==> config.mk <==
export PLATFORM = sky130hd
export DESIGN_NAME = gpio6_port
export DESIGN_NICKNAME = d
export VERILOG_FILES = /design/src/rtl/gpio6_pkg.sv /design/src/rtl/gpio6_pin_sync.sv /design/src/rtl/gpio6_owner_map.sv /design/src/rtl/gpio6_ctrl_regs.sv /design/src/rtl/gpio6_port.sv
export SDC_FILE = /design/constraint.sdc
export NUM_CORES = 1
export LEC_CHECK = 0
export BUFFER_PORTS_ARGS = -buffer_cell sky130_fd_sc_hd__buf_2
export CORE_ASPECT_RATIO = 2
export CORE_UTILIZATION = 40
export DETAILED_ROUTE_END_ITERATION = 7
export PLACE_DENSITY_LB_ADDON = 0.12
export SYNTH_ARGS = -nofsm -noshare
export SYNTH_HDL_FRONTEND = slang
export SYNTH_SLANG_ARGS = --single-unit
==> constraint.sdc <==
create_clock -name clk -period 0.9 [get_ports clk]
set_input_delay 0.135 -clock clk [delete_from_list [all_inputs] [get_ports clk]]
set_output_delay 0.135 -clock clk [all_outputs]
set_load 0.02 [all_outputs]
==> src/rtl/gpio6_pkg.sv <==
package gpio6_pkg;

   typedef enum logic [2:0] {
      CK_INT_RC    = 3'd0,
      CK_EXT_RC    = 3'd1,
      CK_EXT_CLK   = 3'd2,
      CK_XTAL      = 3'd3,
      CK_LF_XTAL   = 3'd4,
      CK_RESONATOR = 3'd5
   } clk_opt_e;

   localparam int unsigned PORT_ADDR_W = 6;
   localparam int unsigned PORT_DATA_W = 8;
   localparam int unsigned PORT_PINS   = 6;

   localparam logic [PORT_ADDR_W-1:0] ADDR_OUTVAL = 6'h18;
   localparam logic [PORT_ADDR_W-1:0] ADDR_DIR    = 6'h17;
   localparam logic [PORT_ADDR_W-1:0] ADDR_SAMPLE = 6'h16;

endpackage

==> src/rtl/gpio6_pin_sync.sv <==
module gpio6_pin_sync #(
   parameter int unsigned WIDTH  = 6,
   parameter int unsigned STAGES = 2
) (
   input  logic             clk,
   input  logic             rst_n,
   input  logic [WIDTH-1:0] din,
   output logic [WIDTH-1:0] dout
);

   generate
      if (STAGES < 2) begin : g_bad_stages
         $error("gpio6_pin_sync: STAGES must be at least 2");
      end
   endgenerate

   logic [WIDTH-1:0] chain [STAGES];

   always_ff @(posedge clk or negedge rst_n) begin
      if (!rst_n) begin
         for (int s = 0; s < STAGES; s++) chain[s] <= '0;
      end else begin
         chain[0] <= din;
         for (int s = 1; s < STAGES; s++) chain[s] <= chain[s-1];
      end
   end

   assign dout = chain[STAGES-1];

endmodule

==> src/rtl/gpio6_owner_map.sv <==
module gpio6_owner_map
   import gpio6_pkg::*;
#(
   parameter int unsigned PINS      = 6,
   parameter int unsigned CLK_PIN_A = 3,
   parameter int unsigned CLK_PIN_B = 4,
   parameter int unsigned RST_PIN   = 5
) (
   input  logic            cfg_ext_reset,
   input  logic [2:0]      cfg_clk_sel,
   output logic [PINS-1:0] taken
);

   generate
      if (CLK_PIN_A >= PINS || CLK_PIN_B >= PINS || RST_PIN >= PINS) begin : g_bad_pin
         $error("gpio6_owner_map: function pin outside the port");
      end
   endgenerate

   logic take_a;
   logic take_b;

   always_comb begin
      unique case (clk_opt_e'(cfg_clk_sel))
         CK_INT_RC:             begin take_a = 1'b0; take_b = 1'b0; end
         CK_EXT_RC, CK_EXT_CLK: begin take_a = 1'b1; take_b = 1'b0; end
         default:               begin take_a = 1'b1; take_b = 1'b1; end
      endcase
   end

   always_comb begin
      taken            = '0;
      taken[CLK_PIN_A] = take_a;
      taken[CLK_PIN_B] = take_b;
      taken[RST_PIN]   = cfg_ext_reset;
   end

endmodule

==> src/rtl/gpio6_ctrl_regs.sv <==
module gpio6_ctrl_regs #(
   parameter int unsigned               BITS     = 5,
   parameter int unsigned               ADDR_W   = 6,
   parameter int unsigned               DATA_W   = 8,
   parameter logic [ADDR_W-1:0]         OUT_ADDR = 6'h18,
   parameter logic [ADDR_W-1:0]         DIR_ADDR = 6'h17
) (
   input  logic              clk,
   input  logic              rst_n,
   input  logic [ADDR_W-1:0] bus_addr,
   input  logic [DATA_W-1:0] bus_wdata,
   input  logic              bus_we,
   output logic [BITS-1:0]   out_val,
   output logic [BITS-1:0]   dir_val
);

   generate
      if (BITS > DATA_W) begin : g_bad_bits
         $error("gpio6_ctrl_regs: BITS wider than the data bus");
      end
      if (OUT_ADDR == DIR_ADDR) begin : g_bad_addr
         $error("gpio6_ctrl_regs: register addresses collide");
      end
   endgenerate

   wire wr_out = bus_we && (bus_addr == OUT_ADDR);
   wire wr_dir = bus_we && (bus_addr == DIR_ADDR);

   always_ff @(posedge clk or negedge rst_n) begin
      if (!rst_n) begin
         out_val <= '0;
         dir_val <= '0;
      end else begin
         if (wr_out) out_val <= bus_wdata[BITS-1:0];
         if (wr_dir) dir_val <= bus_wdata[BITS-1:0];
      end
   end

endmodule

==> src/rtl/gpio6_port.sv <==
module gpio6_port
   import gpio6_pkg::*;
#(
   parameter int unsigned ADDR_W      = PORT_ADDR_W,
   parameter int unsigned DATA_W      = PORT_DATA_W,
   parameter int unsigned PINS        = PORT_PINS,
   parameter int unsigned SYNC_STAGES = 2
) (
   input  logic              clk,
   input  logic              rst_n,
   input  logic              cfg_ext_reset,
   input  logic [2:0]        cfg_clk_sel,
   input  logic [ADDR_W-1:0] bus_addr,
   input  logic [DATA_W-1:0] bus_wdata,
   input  logic              bus_we,
   output logic [DATA_W-1:0] bus_rdata,
   input  logic [PINS-1:0]   pad_in,
   output logic [PINS-1:0]   pad_out,
   output logic [PINS-1:0]   pad_oe,
   output logic [PINS-1:0]   pad_pullup
);

   localparam int unsigned BIDIR = PINS - 1;
   localparam int unsigned OD_PIN = PINS - 1;

   generate
      if (PINS < 2 || PINS > DATA_W) begin : g_bad_pins
         $error("gpio6_port: PINS must fit the data bus");
      end
   endgenerate

   logic [BIDIR-1:0] out_val;
   logic [BIDIR-1:0] dir_val;
   logic [PINS-1:0]  taken;
   logic [PINS-1:0]  pin_sync;
   logic [DATA_W-1:0] unused_wdata;

   assign unused_wdata = bus_wdata;

   gpio6_ctrl_regs #(
      .BITS(BIDIR), .ADDR_W(ADDR_W), .DATA_W(DATA_W),
      .OUT_ADDR(ADDR_OUTVAL), .DIR_ADDR(ADDR_DIR)
   ) u_regs (
      .clk(clk), .rst_n(rst_n), .bus_addr(bus_addr), .bus_wdata(bus_wdata),
      .bus_we(bus_we), .out_val(out_val), .dir_val(dir_val)
   );

   gpio6_owner_map #(.PINS(PINS), .CLK_PIN_A(3), .CLK_PIN_B(4), .RST_PIN(OD_PIN)) u_owner (
      .cfg_ext_reset(cfg_ext_reset), .cfg_clk_sel(cfg_clk_sel), .taken(taken)
   );

   gpio6_pin_sync #(.WIDTH(PINS), .STAGES(SYNC_STAGES)) u_sync (
      .clk(clk), .rst_n(rst_n), .din(pad_in), .dout(pin_sync)
   );

   genvar gi;
   generate
      for (gi = 0; gi < PINS; gi++) begin : g_pad
         if (gi < BIDIR) begin : g_bidir
            wire owned = rst_n & ~taken[gi];
            assign pad_oe[gi]     = owned & dir_val[gi];
            assign pad_out[gi]    = owned & dir_val[gi] & out_val[gi];
            assign pad_pullup[gi] = owned & ~dir_val[gi] & out_val[gi];
         end else begin : g_open_drain
            assign pad_oe[gi]     = 1'b0;
            assign pad_out[gi]    = 1'b0;
            assign pad_pullup[gi] = 1'b0;
         end
      end
   endgenerate

   always_comb begin
      bus_rdata = '0;
      unique case (bus_addr)
         ADDR_OUTVAL: bus_rdata[BIDIR-1:0] = out_val;
         ADDR_DIR:    bus_rdata[BIDIR-1:0] = dir_val;
         ADDR_SAMPLE: bus_rdata[PINS-1:0]  = pin_sync & ~taken;
         default:     bus_rdata = '0;
      endcase
   end

endmodule

==> flow_metrics.tcl <==
set metrics [dict create \
    outcome "complete, but fails checks" \
    violations "negative setup slack" \
    wire_per_inst_um 14.79 \
    rsz0062_at_grt "yes" \
    setup-tns-final_ns -6.521 \
    path_max_fanout 4 \
    max_stage_delay_ns 0.42 \
    antenna_cells 0 \
    portBuffers 44 \
    endpoint_kind "output pin" \
    yosysMostFrequentCell "dfrtp_1" \
    clk_latency_ns 0.26 \
    grt_usage_pct 20.80 \
    fin_worst_skew_ns 0.0005686 \
    placed_cells 162 \
    cp.required_ns 0.76 \
    grt_pass1_vias 921 \
    synth-seq-cells 22 \
    clock_sinks 22 \
    crit_slowest_cell "dfrtp_1" \
    fin_ws_ns -0.3372 \
    top_usage_layer "met2" \
    postSynthAreaPerCell_sq_um 12.60 \
    clockRootBuffer "clkbuf_8" \
    syn_area_sq_mm 0.001059 \
    die-area_sq_mm 0.002869 \
    syn_to_final_growth_pct 74.82 \
    timing.final.hold_violations 0 \
    finalSetupViolations 31 \
    core_sq_mm 0.002537 \
    use_met1_pct 21.25 \
    route.detailed.drc 0 \
    grt_max_degree 14 \
    drive_above_1_share_pct 65.58 \
    ant_nets 0 \
    power_density_mw_per_mm2 1409 \
    final_util_pct 72.93 \
    design_area_sq_mm 0.001851 \
    placed_area_sq_mm 0.001430 \
    path_cells "buf_4, and3_1, buf_6" \
    period_needed_ns 1.237 \
    synth_cell_types 23 \
    grt_pass1_wl_um 4174 \
    clk_pin_slew_ns 0.08 \
    place_congestion 0.7339 \
    antenna_found_initial 0 \
    cts_max_path_buffers 2 \
    rows 26 \
    die_y_um 74.75 \
    die_width_um 38.38 \
    h-tree-depth 1 \
    async_reset_ff_share_pct 100.0 \
    yosysTopAreaCellShare_pct 52.01 \
    leakage_nw 0.9324 \
    synth_common_cells "22 x dfrtp_1, 6 x and3_1, 6 x nand2_1, 6 x nor2_1" \
    gr-total-overflow 0 \
    crit_arrival_ns 1.10 \
    routed_via_density 4.934 \
    period_share_pct 137.5 \
    use_met3_pct 0.5900 \
    synth_cells 84 \
    synthTopCellsByArea "dfrtp_1 52%, mux2_4 7.1%, mux2_2 5.3%" \
    dr.first_iter.drc_count 11 \
    synth_largest_area_cell "dfrtp_1" \
    synth_edf_count 0 \
    cts_tree "yes" \
    yosysWarnings 0 \
    max-cap-violations 0 \
    path_class "flip-flop to output pin" \
    maxSlewViolCount 0 \
    ys_dominant_reg_cell "dfrtp_1" \
    hpwl_um 1843 \
    synth-seq-area-share_pct 52.01 \
    gr-usage-met2_pct 41.43 \
    stdcell_count 182 \
    dr_total_vias 898 \
    wl_um 2692 \
    layout.nets 182 \
    peakVddDrop_v 0.001667 \
    max_freq_ghz 0.8083 \
    cp-start-kind "flip-flop" \
    cts_made_buffers 3 \
    initial_utilization_pct 41.72 \
    ioPinCount 53 \
    dr.pass1.iters 3 \
    hold_class "input pin to flip-flop" \
]
path summary, 6_finish.rpt:
check	cells past startpoint	from	slack (ns)	endpoint
max	3	u_regs.dir_val[3]	-0.34	pad_out[3]
min	2	bus_wdata[4]	0.12	u_regs.dir_val[4]
max reg2reg	2	u_regs.dir_val[1]	-0.05	u_regs.dir_val[1]
min reg2reg	0	u_sync.chain[7]	0.35	u_sync.dout[1]
max in group asynchronous	4	rst_n	0.19	u_regs.dir_val[2]
min in group asynchronous	3	rst_n	0.47	u_sync.dout[5]
sequential cells by signal (all words and copies together), names as in the netlist:
signal and cells:
u_regs.dir_val 5, u_sync.dout 6, u_sync.chain 6, u_regs.out_val 5
repair_timing:
item | in CTS | in global routing
hold buffers | 9 | 0
hold endpoints to repair | 21 | 0
setup buffers | 5 | 2
resized for setup | 46 | 13
endpoints found under the setup margin | 27 | 31
pin swaps | 14 | 9
routing by layer:
layer / up-vias / part of all wire [%]
met1: 438 / 34
met3: 4 / 3.2
met2: 27 / 61
met5: - / 0
li1: 429 / -
met4: 0 / 1.2
critical path, delay by kind of cell, from the launching register on:
family	cells	cell delay, ns
simple gates	1	0.15
flops	1	0.42
buf+inv	2	0.28
cells in the final DEF (no fill, tap or decap):
cell	count
nor2_4	3
mux2i_1	3
a32oi_1	2
bufinv_16	1
o2bb2ai_2	5
buf_6	23
nand4_4	2
and2b_2	1
nand2_1	5
conb_1	5
and3_4	5
buf_4	15
and3b_1	1
and3_1	1
mux2_4	6
dlygate4sd3_1	9
nor4b_2	1
dfrtp_1	22
and2_4	4
buf_2	21
buf_12	2
and3b_2	2
nor2_1	4
nor2b_2	1
mux2_2	4
clkbuf_8	3
nor4b_4	1
and2_1	1
nand2_4	1
metrics by stage:
stage,setup WS (ns),power (mW),hold WS (ns)
2_1_floorplan,-0.1169,1.393,-0.1606
3_3_place_gp,-0.3369,1.543,0.1255
3_5_place_dp,-0.3454,1.562,0.1251
4_1_cts,-0.3254,2.588,0.1119
5_1_grt,-0.3833,2.709,0.1109
6_report,-0.3372,2.607,0.1190
power breakdown:
| group | internal, mW | total (mW) | switching [mW] |
|---|---|---|---|
| logic | 0.313 | 0.546 | 0.233 |
| registers | 1.07 | 1.16 | 0.0824 |
| clock network | 0.594 | 0.904 | 0.311 |
| total | 1.98 | 2.61 | 0.627 |
kinds of logic after synthesis:
family	count (synthesis)	synth area share (%)
mux	13	15.25
buf+inv	8	5.320
simple gates	33	21.28
compound gates	7	5.792
flops	22	52.01
other cells	1	0.3543
layout make-up:
class / count / area, sq um
fill: 183 / 686.9
clock inverter: 1 / 30.03
tap: 28 / 35.03
clock buffer: 3 / 41.29
timing repair buffer: 70 / 606.8
multi-input combinational: 58 / 586.8
sequential: 22 / 550.5
Power figures use the tool's default switching activity.
